===== src/rtl/io_dac_cmd_pkg.sv =====
package io_dac_cmd_pkg;
  localparam int unsigned DAC_BYTE_W = 8;
  localparam int unsigned OFS_W      = 3;
  localparam int unsigned CMD_SLOTS  = 6;

  typedef enum logic [1:0] {
    OP_BYTE   = 2'b00,
    OP_UPDATE = 2'b01,
    OP_CLEAR  = 2'b10,
    OP_NONE   = 2'b11
  } op_e;

  typedef struct packed {
    logic                  valid;
    op_e                   op;
    logic                  sel;   // byte: 1=high; clear: 1=bipolar
    logic [DAC_BYTE_W-1:0] data;
  } cmd_t;

  typedef enum logic [2:0] {
    ST_IDLE,
    ST_BYTE,
    ST_UPD,
    ST_SETUP,
    ST_CLR
  } seq_state_e;
endpackage


===== src/rtl/io_dac_addr_decode.sv =====
module io_dac_addr_decode
  import io_dac_cmd_pkg::*;
#(
  parameter int unsigned ADDR_W    = 8,
  parameter int unsigned BASE_ADDR = 'h40
) (
  input  logic [ADDR_W-1:0]     addr_i,
  input  logic                  iorq_ni,
  input  logic                  wr_ni,
  input  logic [DAC_BYTE_W-1:0] data_i,
  output cmd_t                  cmd_o
);
  localparam logic [ADDR_W-1:0] BaseV = ADDR_W'(BASE_ADDR);

  logic [OFS_W-1:0] ofs;
  logic             in_block;
  logic             slot_ok;

  assign ofs      = addr_i[OFS_W-1:0];
  assign in_block = (addr_i[ADDR_W-1:OFS_W] == BaseV[ADDR_W-1:OFS_W]);
  assign slot_ok  = (32'(ofs) < CMD_SLOTS);

  always_comb begin
    cmd_o.valid = in_block && slot_ok && !iorq_ni && !wr_ni;
    cmd_o.sel   = ofs[0];
    cmd_o.data  = data_i;
    unique case (ofs[2:1])
      2'b00:   cmd_o.op = OP_BYTE;
      2'b01:   cmd_o.op = OP_UPDATE;
      2'b10:   cmd_o.op = OP_CLEAR;
      default: cmd_o.op = OP_NONE;
    endcase
    if (!cmd_o.valid) cmd_o.op = OP_NONE;
  end
endmodule


===== src/rtl/io_dac_bus_capture.sv =====
module io_dac_bus_capture
  import io_dac_cmd_pkg::*;
(
  input  logic clk_i,
  input  logic rst_ni,
  input  cmd_t cmd_i,
  output cmd_t cmd_q_o,
  output logic valid_qq_o
);
  always_ff @(posedge clk_i or negedge rst_ni) begin
    if (!rst_ni) begin
      cmd_q_o    <= '{valid: 1'b0, op: OP_NONE, sel: 1'b0, data: '0};
      valid_qq_o <= 1'b0;
    end else begin
      cmd_q_o    <= cmd_i;
      valid_qq_o <= cmd_q_o.valid;
    end
  end
endmodule


===== src/rtl/io_dac_strobe_seq.sv =====
module io_dac_strobe_seq
  import io_dac_cmd_pkg::*;
#(
  parameter int unsigned MIN_STROBE = 2
) (
  input  logic                  clk_i,
  input  logic                  rst_ni,
  input  cmd_t                  cmd_i,
  input  logic                  valid_qq_i,
  output logic                  cs_no,
  output logic                  hbe_no,
  output logic                  lbe_no,
  output logic                  ldac_o,
  output logic                  clr_no,
  output logic [DAC_BYTE_W-1:0] dac_data_o
);
  localparam int unsigned CntW = $clog2(MIN_STROBE + 1);
  localparam logic [CntW-1:0] CntMin = CntW'(MIN_STROBE);

  seq_state_e            state_q;
  logic [CntW-1:0]       cnt_q;
  logic                  sel_q;
  logic                  seen_q;
  logic [DAC_BYTE_W-1:0] data_q;
  logic                  live;
  logic                  done;

  // a clear starts one clock late, so it follows the write delayed by one
  assign live = (state_q == ST_CLR) ? valid_qq_i : cmd_i.valid;
  assign done = !live && (cnt_q >= CntMin);

  always_ff @(posedge clk_i or negedge rst_ni) begin
    if (!rst_ni) begin
      state_q <= ST_IDLE;
      cnt_q   <= '0;
      sel_q   <= 1'b0;
      seen_q  <= 1'b0;
      data_q  <= '0;
    end else begin
      if (!cmd_i.valid) seen_q <= 1'b0;
      unique case (state_q)
        ST_IDLE: begin
          if (cmd_i.valid && !seen_q) begin
            seen_q <= 1'b1;
            sel_q  <= cmd_i.sel;
            cnt_q  <= CntW'(1);
            unique case (cmd_i.op)
              OP_BYTE: begin
                state_q <= ST_BYTE;
                data_q  <= cmd_i.data;
              end
              OP_UPDATE: state_q <= ST_UPD;
              OP_CLEAR:  state_q <= ST_SETUP;
              default:   state_q <= ST_IDLE;
            endcase
          end
        end
        ST_SETUP: begin
          state_q <= ST_CLR;
          cnt_q   <= CntW'(1);
        end
        ST_BYTE, ST_UPD, ST_CLR: begin
          if (done) state_q <= ST_IDLE;
          else if (cnt_q < CntMin) cnt_q <= cnt_q + CntW'(1);
        end
        default: state_q <= ST_IDLE;
      endcase
    end
  end

  always_comb begin
    cs_no  = (state_q != ST_BYTE);
    hbe_no = !((state_q == ST_BYTE) && sel_q);
    ldac_o = (state_q == ST_UPD);
    clr_no = (state_q != ST_CLR);
    if (state_q == ST_SETUP || state_q == ST_CLR) lbe_no = sel_q;
    else lbe_no = !((state_q == ST_BYTE) && !sel_q);
  end

  assign dac_data_o = data_q;

  assert_strobe_excl_R10: assert property (@(posedge clk_i) disable iff (!rst_ni)
    $onehot0({!cs_no, ldac_o, !clr_no}));
  assert_be_with_cs_R10: assert property (@(posedge clk_i) disable iff (!rst_ni)
    !hbe_no |-> (!cs_no && lbe_no));
  assert_min_byte_R7: assert property (@(posedge clk_i) disable iff (!rst_ni)
    $fell(cs_no) |=> !cs_no);
  assert_min_upd_R7: assert property (@(posedge clk_i) disable iff (!rst_ni)
    $rose(ldac_o) |=> ldac_o);
  assert_min_clr_R7: assert property (@(posedge clk_i) disable iff (!rst_ni)
    $fell(clr_no) |=> !clr_no);
  assert_clr_setup_R6: assert property (@(posedge clk_i) disable iff (!rst_ni)
    $fell(clr_no) |-> $stable(lbe_no));
  assert_clr_hold_R6: assert property (@(posedge clk_i) disable iff (!rst_ni)
    (!clr_no && $past(!clr_no)) |-> $stable(lbe_no));
  assert_data_hold_R9: assert property (@(posedge clk_i) disable iff (!rst_ni)
    (!cs_no && $past(!cs_no)) |-> $stable(dac_data_o));
  assert_data_quiet_R9: assert property (@(posedge clk_i) disable iff (!rst_ni)
    (ldac_o || !clr_no) |-> $stable(dac_data_o));
endmodule


===== src/rtl/io_dac_cmd_decoder.sv =====
module io_dac_cmd_decoder
  import io_dac_cmd_pkg::*;
#(
  parameter int unsigned ADDR_W     = 8,
  parameter int unsigned BASE_ADDR  = 'h40,
  parameter int unsigned MIN_STROBE = 2
) (
  input  logic              clk_i,
  input  logic              rst_ni,
  input  logic [ADDR_W-1:0] addr_i,
  input  logic              iorq_ni,
  input  logic              wr_ni,
  input  logic [7:0]        data_i,
  output logic              cs_no,
  output logic              hbe_no,
  output logic              lbe_no,
  output logic              ldac_o,
  output logic              clr_no,
  output logic [7:0]        dac_data_o,
  output logic              byte_mode_o
);
  cmd_t cmd_d;
  cmd_t cmd_q;
  logic valid_qq;

  io_dac_addr_decode #(
    .ADDR_W    (ADDR_W),
    .BASE_ADDR (BASE_ADDR)
  ) i_decode (
    .addr_i  (addr_i),
    .iorq_ni (iorq_ni),
    .wr_ni   (wr_ni),
    .data_i  (data_i),
    .cmd_o   (cmd_d)
  );

  io_dac_bus_capture i_capture (
    .clk_i      (clk_i),
    .rst_ni     (rst_ni),
    .cmd_i      (cmd_d),
    .cmd_q_o    (cmd_q),
    .valid_qq_o (valid_qq)
  );

  io_dac_strobe_seq #(
    .MIN_STROBE (MIN_STROBE)
  ) i_seq (
    .clk_i      (clk_i),
    .rst_ni     (rst_ni),
    .cmd_i      (cmd_q),
    .valid_qq_i (valid_qq),
    .cs_no      (cs_no),
    .hbe_no     (hbe_no),
    .lbe_no     (lbe_no),
    .ldac_o     (ldac_o),
    .clr_no     (clr_no),
    .dac_data_o (dac_data_o)
  );

  assign byte_mode_o = 1'b1;

  assert_mode_tied_R10: assert property (@(posedge clk_i) disable iff (!rst_ni)
    byte_mode_o);
  assert_no_strobe_unqual_R1: assert property (@(posedge clk_i) disable iff (!rst_ni)
    (!$past(cmd_q.valid) && !cmd_q.valid && !valid_qq) |-> (cs_no && !ldac_o) || $past(!cs_no || ldac_o));
endmodule


===== config.mk =====
export PLATFORM = sky130hd
export DESIGN_NAME = io_dac_cmd_decoder
export DESIGN_NICKNAME = d
export VERILOG_FILES = /design/src/rtl/io_dac_cmd_pkg.sv /design/src/rtl/io_dac_addr_decode.sv /design/src/rtl/io_dac_bus_capture.sv /design/src/rtl/io_dac_strobe_seq.sv /design/src/rtl/io_dac_cmd_decoder.sv
export SDC_FILE = /design/constraint.sdc
export NUM_CORES = 1
export LEC_CHECK = 0
export ABC_AREA = 1
export BUFFER_PORTS_ARGS = -buffer_cell sky130_fd_sc_hd__buf_4
export CAP_MARGIN = 0
export CORE_MARGIN = 4
export CORE_UTILIZATION = 28
export CTS_CLUSTER_DIAMETER = 50
export CTS_CLUSTER_SIZE = 20
export DETAILED_ROUTE_END_ITERATION = 7
export GPL_TIMING_DRIVEN = 0
export PLACE_DENSITY = 0.5
export SLEW_MARGIN = 20
export SYNTH_ARGS = -nofsm -noshare
export SYNTH_HDL_FRONTEND = slang
export SYNTH_SLANG_ARGS = --single-unit

===== constraint.sdc =====
create_clock -name clk_i -period 3.5 [get_ports clk_i]
set_clock_uncertainty 0.1 [all_clocks]
set_input_delay 0 -clock clk_i [delete_from_list [all_inputs] [get_ports clk_i]]
set_output_delay 0 -clock clk_i [all_outputs]
set_load 0.005 [all_outputs]

# After elaboration in Yosys (flattened, before gate mapping)

Cells that the tools add are included.

Register bits: 28
Input port bits: 20
Output and inout port bits: 14

$add $sub $neg: 1
$lt $le $gt $ge: 3
Equality and inequality tests: 15
Multiplexer cells: 15
Reduce and logical (&&, ||, !) cells: 24

Operators by type and width:

| operator             | number |
|---|---|
| $pmux W2 S3          | 3 |
| $pmux W3 S3          | 1 |
| $mux W2              | 4 |
| $logic_and A1 B1 Y1  | 7 |
| $logic_not A1 Y1     | 7 |
| $eq A3 B2 Y1 const B | 2 |
| $mux W3              | 2 |
| $ne A2 B1 Y1 const B | 3 |
| $eq A5 B4 Y1 const B | 1 |
| $mux W1              | 5 |
| $eq A2 B1 Y1 const B | 2 |
| $eq A2 B2 Y1 const B | 2 |
| $logic_not A2 Y1     | 2 |
| $reduce_and A2 Y1    | 2 |
| $reduce_and A4 Y1    | 1 |
| $eq A3 B1 Y1 const B | 1 |
| $eq A3 B3 Y1 const B | 1 |
| $logic_not A3 Y1     | 1 |
| $lt A3 B3 Y1 const B | 1 |
| $ne A3 B1 Y1 const B | 1 |
| $ne A3 B3 Y1 const B | 1 |
| $reduce_and A3 Y1    | 1 |
| $reduce_bool A3 Y1   | 1 |
| $reduce_or A3 Y1     | 1 |
| other kinds (5)      | 5 |

# Longest topological paths before layout

Gate-level depths: netlist of run 1.

Depth after elaboration: 6
Gate-level depth with buffers: 9
Gate-level depth less buffers: 9

# By module

Synthesis of run 1 repeated with hierarchy kept, for this count alone.

Cells, all modules: 141
Area, all modules: 1283.7 sq um

By module, submodules not included:

| module             | times used | cells each | area each (sq um) | sequential area each (sq um) |
|---|---|---|---|---|
| io_dac_strobe_seq  | 1          | 104        | 809.5             | 375.4 |
| io_dac_bus_capture | 1          | 13         | 327.8             | 327.8 |
| io_dac_addr_decode | 1          | 22         | 135.1             | 0.0 |
| io_dac_cmd_decoder | 1          | 2          | 11.3              | 0.0 |

# Worst setup path after synthesis of run 1

Ideal clock, no wire load.

Kind: flip-flop to flip-flop
Start point: register i_seq.cnt_q[1]
End point: register i_seq.cnt_q[1]
Setup time: 0.117 ns
Arrival time: 1.171 ns
Slack: 2.112 ns
Stages on the path, launching flop included: 9
Cells stage by stage: dfrtp_1 > ha_1 > or2_2 > nand2_1 > nor2_1 > nand2_1 > nand3_2 > nand2_1 > nand2_1

Cells in the longest elaborated chain, start to end: 4

Ends and longest elaborated chain:

| what                                                    | RTL line                                         | RTL |
|---|---|---|
| start: declaration                                      | io_dac_strobe_seq.sv:21                          | `logic [CntW-1:0] cnt_q;` |
| start signal: assignment                                | io_dac_strobe_seq.sv:46                          | `cnt_q <= CntW'(1);` |
| start signal: assignment                                | io_dac_strobe_seq.sv:60                          | `cnt_q <= CntW'(1);` |
| start signal: assignment                                | io_dac_strobe_seq.sv:64                          | `else if (cnt_q < CntMin) cnt_q <= cnt_q + CntW'(1);` |
| $add A2 B1 Y2 / $ge A2 B2 Y1 (equally long branches)    | io_dac_strobe_seq.sv:64, io_dac_strobe_seq.sv:30 |  |
| $mux W2 / $logic_and A1 B1 Y1 (equally long branches)   | io_dac_strobe_seq.sv:64, io_dac_strobe_seq.sv:30 |  |
| $mux W2 / $ne A2 B2 Y1 (equally long branches)          | -                                                |  |
| $pmux W2 S3 / $reduce_and A4 Y1 (equally long branches) | -                                                |  |

Parallel ways exist; a longest one is shown, timed or not. The select of a mux whose other input is x is not followed.
A chain may end at the register's enable or synchronous reset.

==> results of run 1 <==
-- cell usage after synthesis, drive strengths merged --
| cell | n |
|---|---|
| nand2 | 47 |
| dfrtp | 26 |
| inv | 17 |
| o21ai | 11 |
| nand3 | 9 |
| nor2 | 8 |
| ha | 4 |
| a21oi | 2 |
| dfstp | 2 |
| a31o | 1 |
| buf | 1 |
| clkinv | 1 |
| conb | 1 |
| mux2 | 1 |
| nor4 | 1 |
| or2 | 1 |
-- power groups by stage --
stage	sequential (W)	combinational, W	clock, W
floorplan	0.000342	0.0000100	0
global placement	0.000343	0.0000327	0
detailed placement	0.000343	0.0000342	0
CTS	0.000337	0.0000460	0.000260
global route	0.000338	0.0000512	0.000272
finish	0.000337	0.0000451	0.000248
-- cells by family (layout without fill, tap and decap cells) --
logic type | count (synthesis) | count (layout) | synth area share (%)
mux | 1 | 1 | 1.17
flops | 28 | 28 | 54.7
simple gates | 66 | 66 | 28.1
other cells | 1 | 1 | 0.292
buf+inv | 19 | 69 | 6.13
fa+ha+maj | 4 | 4 | 3.89
compound gates | 14 | 14 | 5.74
-- critical path, delay by kind of cell --
kind | cells | cell delay (ps)
AO/OA/AOI/OAI | 1 | 70
AND/OR/NAND/NOR | 2 | 250
buffers and inverters | 4 | 1390
-- layer usage --
layer  vias to the layer above  GRT usage, %  wire (um)
li1                        513             -          -
met4                         0         0.583          0
met2                        24          17.3       1210
met3                         0          3.03        126
met1                       443          12.4       1140
met5                         -             0          0
-- repair_timing --
item | 4_1_cts | 5_1_grt
hold buffers | 14 | 0
endpoints found under the hold margin | 40 | 0
endpoints found under the setup margin | 0 | 0
-- final timing paths --
| path | start | to | slack, ps |
|---|---|---|---|
| worst max register to register | i_capture.cmd_q_o[9] | i_seq.dac_data_o[7] | 1990 |
| worst max-delay path | addr_i[2] | i_capture.cmd_q_o[10] | 1900 |
| worst min register to register | i_capture.cmd_q_o[11] | i_capture.valid_qq_o | 340 |
| max in group asynchronous | rst_ni | i_capture.cmd_q_o[10] | 2920 |
| worst min-delay path | rst_ni | i_seq.dac_data_o[7] | 70 |
| min in group clk_i | data_i[5] | i_capture.cmd_q_o[5] | 270 |
-- sequential cells by signal, summed over array words and instances (netlist names) --
signal and cells:
i_capture.cmd_q_o 12, i_capture.valid_qq_o 1, i_seq.cnt_q 2, i_seq.dac_data_o 8, i_seq.seen_q 1, i_seq.sel_q 1
i_seq.state_q 3
-- metrics by stage --
step	cells	area, um2
floorplan	133	1290
global placement	217	1590
detailed placement	217	1590
CTS	235	1800
global route	235	1800
finish	235	1800
-- area by class of cell --
| cell class | instances | area share, % |
|---|---|---|
| Inverter | 18 | 3.96 |
| Clock inverter | 1 | 1.67 |
| Multi-Input combinational cell | 86 | 28.0 |
| Tap cell | 52 | 3.61 |
| Sequential cell | 28 | 39.0 |
| Buffer | 1 | 0.416 |
| Clock buffer | 3 | 2.29 |
| Timing Repair Buffer | 46 | 21.1 |
==> results_dict.tcl, run 1 <==
set metrics [dict create \
    grt_max_degree 29 \
    clockBufferDepth 2 \
    wire_per_inst_um 10.5 \
    p_leak_nw 0.964 \
    clkLatencyLatePin_ps 270 \
    ys_types 26 \
    viasPerCell 4.17 \
    numCtsBuffers 3 \
    ir_worst_vdd_mv 0.209 \
    cp_slowest_cell "dlygate4sd3_1" \
    outcome "completed" \
    switching_share_pct 18.5 \
    synthToLayoutAreaGrowth_pct 40.2 \
    overflow 0 \
    synth_area_leaders "dfrtp_1 (51%), nand2_1 (11%), inv_1 (4.4%), dfstp_2 (4.1%), ha_1 (3.9%)" \
    drv_slew 0 \
    rows 24 \
    cts_tree "done" \
    fin_hold_ws_ps 69.6 \
    cpMostUsedCell "dlygate4sd3_1" \
    die_w_um 75.8 \
    clk_pin_slew_ps 90 \
    intPower_w 0.000514 \
    routabilityCongestion 0.703 \
    cts_resized 0 \
    portBuffers 32 \
    p_seq_share_pct 53.4 \
    start_util_pct 29.1 \
    synth_area_um2 1290 \
    finalCoreUtilization_pct 40.8 \
    synth_fp_nets 157 \
    required_ps 3600 \
    die_area_um2 5740 \
    reg2regPathDepth 6 \
    dr_total_vias 980 \
    syn_inst 133 \
    setup-violations-final 0 \
    multi_input_area_um2 504 \
    fin_ws_ps 1900 \
    power_density_nw_per_um2 350 \
    fin_crit_sh_pct 45.8 \
    p_sw_w 0.000117 \
    cts_setup_buffers 0 \
    nets 208 \
    antenna_found_initial 0 \
    synth_top_area_share_pct 50.6 \
    hpwl_um 1810 \
    crit_chain "dlygate4sd3_1, buf_4, inv_1, o21ai_0, nor4_1, dlygate4sd3_1, nand2_1" \
    path_class "in -> reg" \
    max-cap-violations 0 \
    drt-total-wl_um 2470 \
    ant_nets 0 \
    dp_slack_ps 1990 \
    final_cell_mix "nand2_1 (39), buf_4 (33), dfrtp_1 (26)" \
    cts_root_buf "clkbuf_8" \
    layout_commonest_cell "nand2_1" \
    hold_viol_final 0 \
    fillers 428 \
    pin_count 34 \
    grt_util_all_layers_pct 9.84 \
    rsz0062_at_grt "no" \
    clockPowerShare_pct 39.4 \
    antenna_cells 0 \
    min_period_ps 1600 \
    grt_pass1_wl_um 4370 \
    crit_path_max_incr_delay_ps 640 \
    grt_pass1_vias 988 \
    seq_area_frac_synth_pct 54.7 \
    total_power_w 0.000631 \
    yosys_warnings 0 \
    startpoint_type "primary input" \
    avgSynthCellArea_um2 9.67 \
    worst_ep_arrival_time_ps 1710 \
    fmax_mhz 623 \
    ys_ff_latch 28 \
    cts.htree.levels 1 \
    seq_area_um2 703 \
    cp_max_fo 3 \
    synth_top_cell_by_area "dfrtp_1" \
    core_area_um2 4410 \
    drc 0 \
    firstDrtPassIters 4 \
    combPwrFrac_pct 7.2 \
    fp.dieH_um 75.8 \
    cts_sinks 28 \
    setup_tns_ps 0 \
    drive_gt1_share_pct 32.8 \
    end_kind "flip-flop" \
    drt_iter0_drc 29 \
    hold_path_class "in -> async" \
]
Note: power is estimated with default switching activity, not from simulation.
==> run 2: changes to the inputs <==
==> constraint.sdc (replaced) <==
create_clock -name clk_i -period 1.6 [get_ports clk_i]
set_clock_uncertainty 0.1 [all_clocks]
set_input_delay 0 -clock clk_i [delete_from_list [all_inputs] [get_ports clk_i]]
set_output_delay 0 -clock clk_i [all_outputs]
set_load 0.005 [all_outputs]
==> run 2 against run 1 <==
Compared with the run above: final cell count is 2.1% higher; global-route usage rose by 0.55 points; die area stayed put; design area grew 3.0%; largest power group unchanged; critical path type is now reg -> out; sequential power up 120%; register-to-register slack lost 1900 ps; critical path depth down 3; clock power rose by 120%; largest cell class unchanged; sequential cell count unchanged.
==> results_dict.tcl, run 2 (synthesis gave the netlist of run 1 again) <==
set metrics [dict create \
    outcome "completed" \
    start_util_pct 29.1 \
    die_w_um 75.8 \
    dpl_cell_area_um2 1590 \
    path_class "reg -> out" \
    grt_util_all_layers_pct 10.4 \
    total_power_w 0.00139 \
    viasPerCell 4.17 \
    rsz0062_at_grt "no" \
    end_kind "primary output" \
    required_ps 1500 \
    clockBufferDepth 2 \
    crit_path_max_incr_delay_ps 470 \
    cts_tree "done" \
    wire_per_inst_um 10.9 \
    cp_slowest_cell "dfrtp_1" \
    fp.dieH_um 75.8 \
    drt_iter0_drc 26 \
    setup_tns_ps 0 \
    p_leak_nw 0.982 \
    synthToLayoutAreaGrowth_pct 44.4 \
    drt-total-wl_um 2630 \
    core_area_um2 4410 \
    portBuffers 32 \
    p_sw_w 0.000258 \
    pin_count 34 \
    overflow 0 \
    crit_chain "nor2_4, nand2_2, a31o_2, buf_4" \
    nets 213 \
    hpwl_um 1810 \
    switching_share_pct 18.5 \
    reg2regPathDepth 8 \
    hold_path_class "in -> async" \
    power_density_nw_per_um2 749 \
    top_register "i_capture.cmd_q_o" \
    grt_pass1_wl_um 4570 \
    startpoint_type "flip-flop" \
    max-cap-violations 0 \
    clk_pin_slew_ps 90 \
    cts_sinks 28 \
    combPwrFrac_pct 8.0 \
    ir_worst_vdd_mv 0.455 \
    cts.htree.levels 1 \
    r2r_setup_slack_ps 120 \
    min_period_ps 1510 \
    drive_gt1_share_pct 32.4 \
    cts_setup_buffers 0 \
    cp_max_fo 6 \
    fmax_mhz 664 \
    reg2reg_to "i_seq.cnt_q[1]" \
    clkLatencyLatePin_ps 270 \
    routabilityCongestion 0.703 \
    cts_root_buf "clkbuf_8" \
    worst_ep_arrival_time_ps 1410 \
    numCtsBuffers 3 \
    intPower_w 0.00113 \
    die_area_um2 5740 \
    drv_slew 0 \
    firstDrtPassIters 4 \
    drc 0 \
    clockPowerShare_pct 39.0 \
    antenna_found_initial 0 \
    fin_crit_sh_pct 94.2 \
    grt_pass1_vias 1006 \
    fin_hold_ws_ps 70.3 \
    rows 24 \
    antenna_cells 0 \
    hold_viol_final 0 \
    final_cell_mix "nand2_1 (39), buf_4 (33), dfrtp_1 (26)" \
    grt_max_degree 29 \
    ant_nets 0 \
    fillers 424 \
    p_seq_share_pct 53.0 \
    layout_commonest_cell "nand2_1" \
    dr_total_vias 1001 \
    final_area_um2 1860 \
    largest_register_ffs 12 \
    setup-violations-final 0 \
    r2r-start "i_seq.cnt_q[1]" \
]
run 2: critical path, delay by kind of cell, from the launching register on:
| kind | cells | cell delay (ps) |
|---|---|---|
| simple gates | 2 | 270 |
| compound gates | 1 | 270 |
| buf+inv | 1 | 130 |
| flops | 1 | 470 |
run 2: worst max-delay path by stage:
| stage | cells after the start | start | end |
|---|---|---|---|
| global route | 5 | i_seq.state_q[0] | lbe_no |
| global placement | 6 | i_capture.cmd_q_o[9] | i_seq.dac_data_o[1] |
| CTS | 4 | i_seq.state_q[1] | lbe_no |
| finish | 4 | i_seq.state_q[1] | lbe_no |
| floorplan | 8 | i_seq.cnt_q[1] | i_seq.cnt_q[1] |
| detailed placement | 6 | i_capture.cmd_q_o[9] | i_seq.dac_data_o[5] |
run 2: area by class of cell:
class	count	area [um2]	area share (%)
Sequential cell	28	703	37.9
Timing Repair Buffer	51	430	23.2
Tap cell	52	65.1	3.50
Inverter	18	75.1	4.04
Clock buffer	3	41.3	2.22
Multi-Input combinational cell	86	504	27.2
Buffer	1	7.51	0.404
Clock inverter	1	30.0	1.62
run 2: timing repair:
item,in CTS,in global routing
gates resized for setup,0,1
hold buffers,19,0
endpoints found under the hold margin,40,0
endpoints found under the setup margin,0,8
run 2: power groups by stage:
stage / clock [W] / combinational [W] / sequential [W]
3_3_place_gp: 0 / 0.0000715 / 0.000751
6_report: 0.000542 / 0.000111 / 0.000737
3_5_place_dp: 0 / 0.0000748 / 0.000751
5_1_grt: 0.000594 / 0.000126 / 0.000740
2_1_floorplan: 0 / 0.0000220 / 0.000748
4_1_cts: 0.000570 / 0.000112 / 0.000737
run 2: stage by stage:
| step | util (%) | setup WS [ps] | cells |
|---|---|---|---|
| 6_report | 42.1 | 93.1 | 240 |
| 5_1_grt | 42.1 | 4.33 | 240 |
| 4_1_cts | 42.0 | 68.6 | 240 |
| 3_5_place_dp | 36.1 | 93.2 | 217 |
| 3_3_place_gp | 36.1 | 110 | 217 |
| 2_1_floorplan | - | 212 | 133 |
run 2: per-layer routing:
layer  vias to the layer above  routed length (um)  part of all wire, %  track usage [%]
li1                        523                   -                    -                -
met1                       454                1180                   45             12.8
met2                        24                1320                   50             18.7
met3                         0                 126                  4.8             3.03
met4                         0                   0                    0            0.583
met5                         -                   0                    0                0
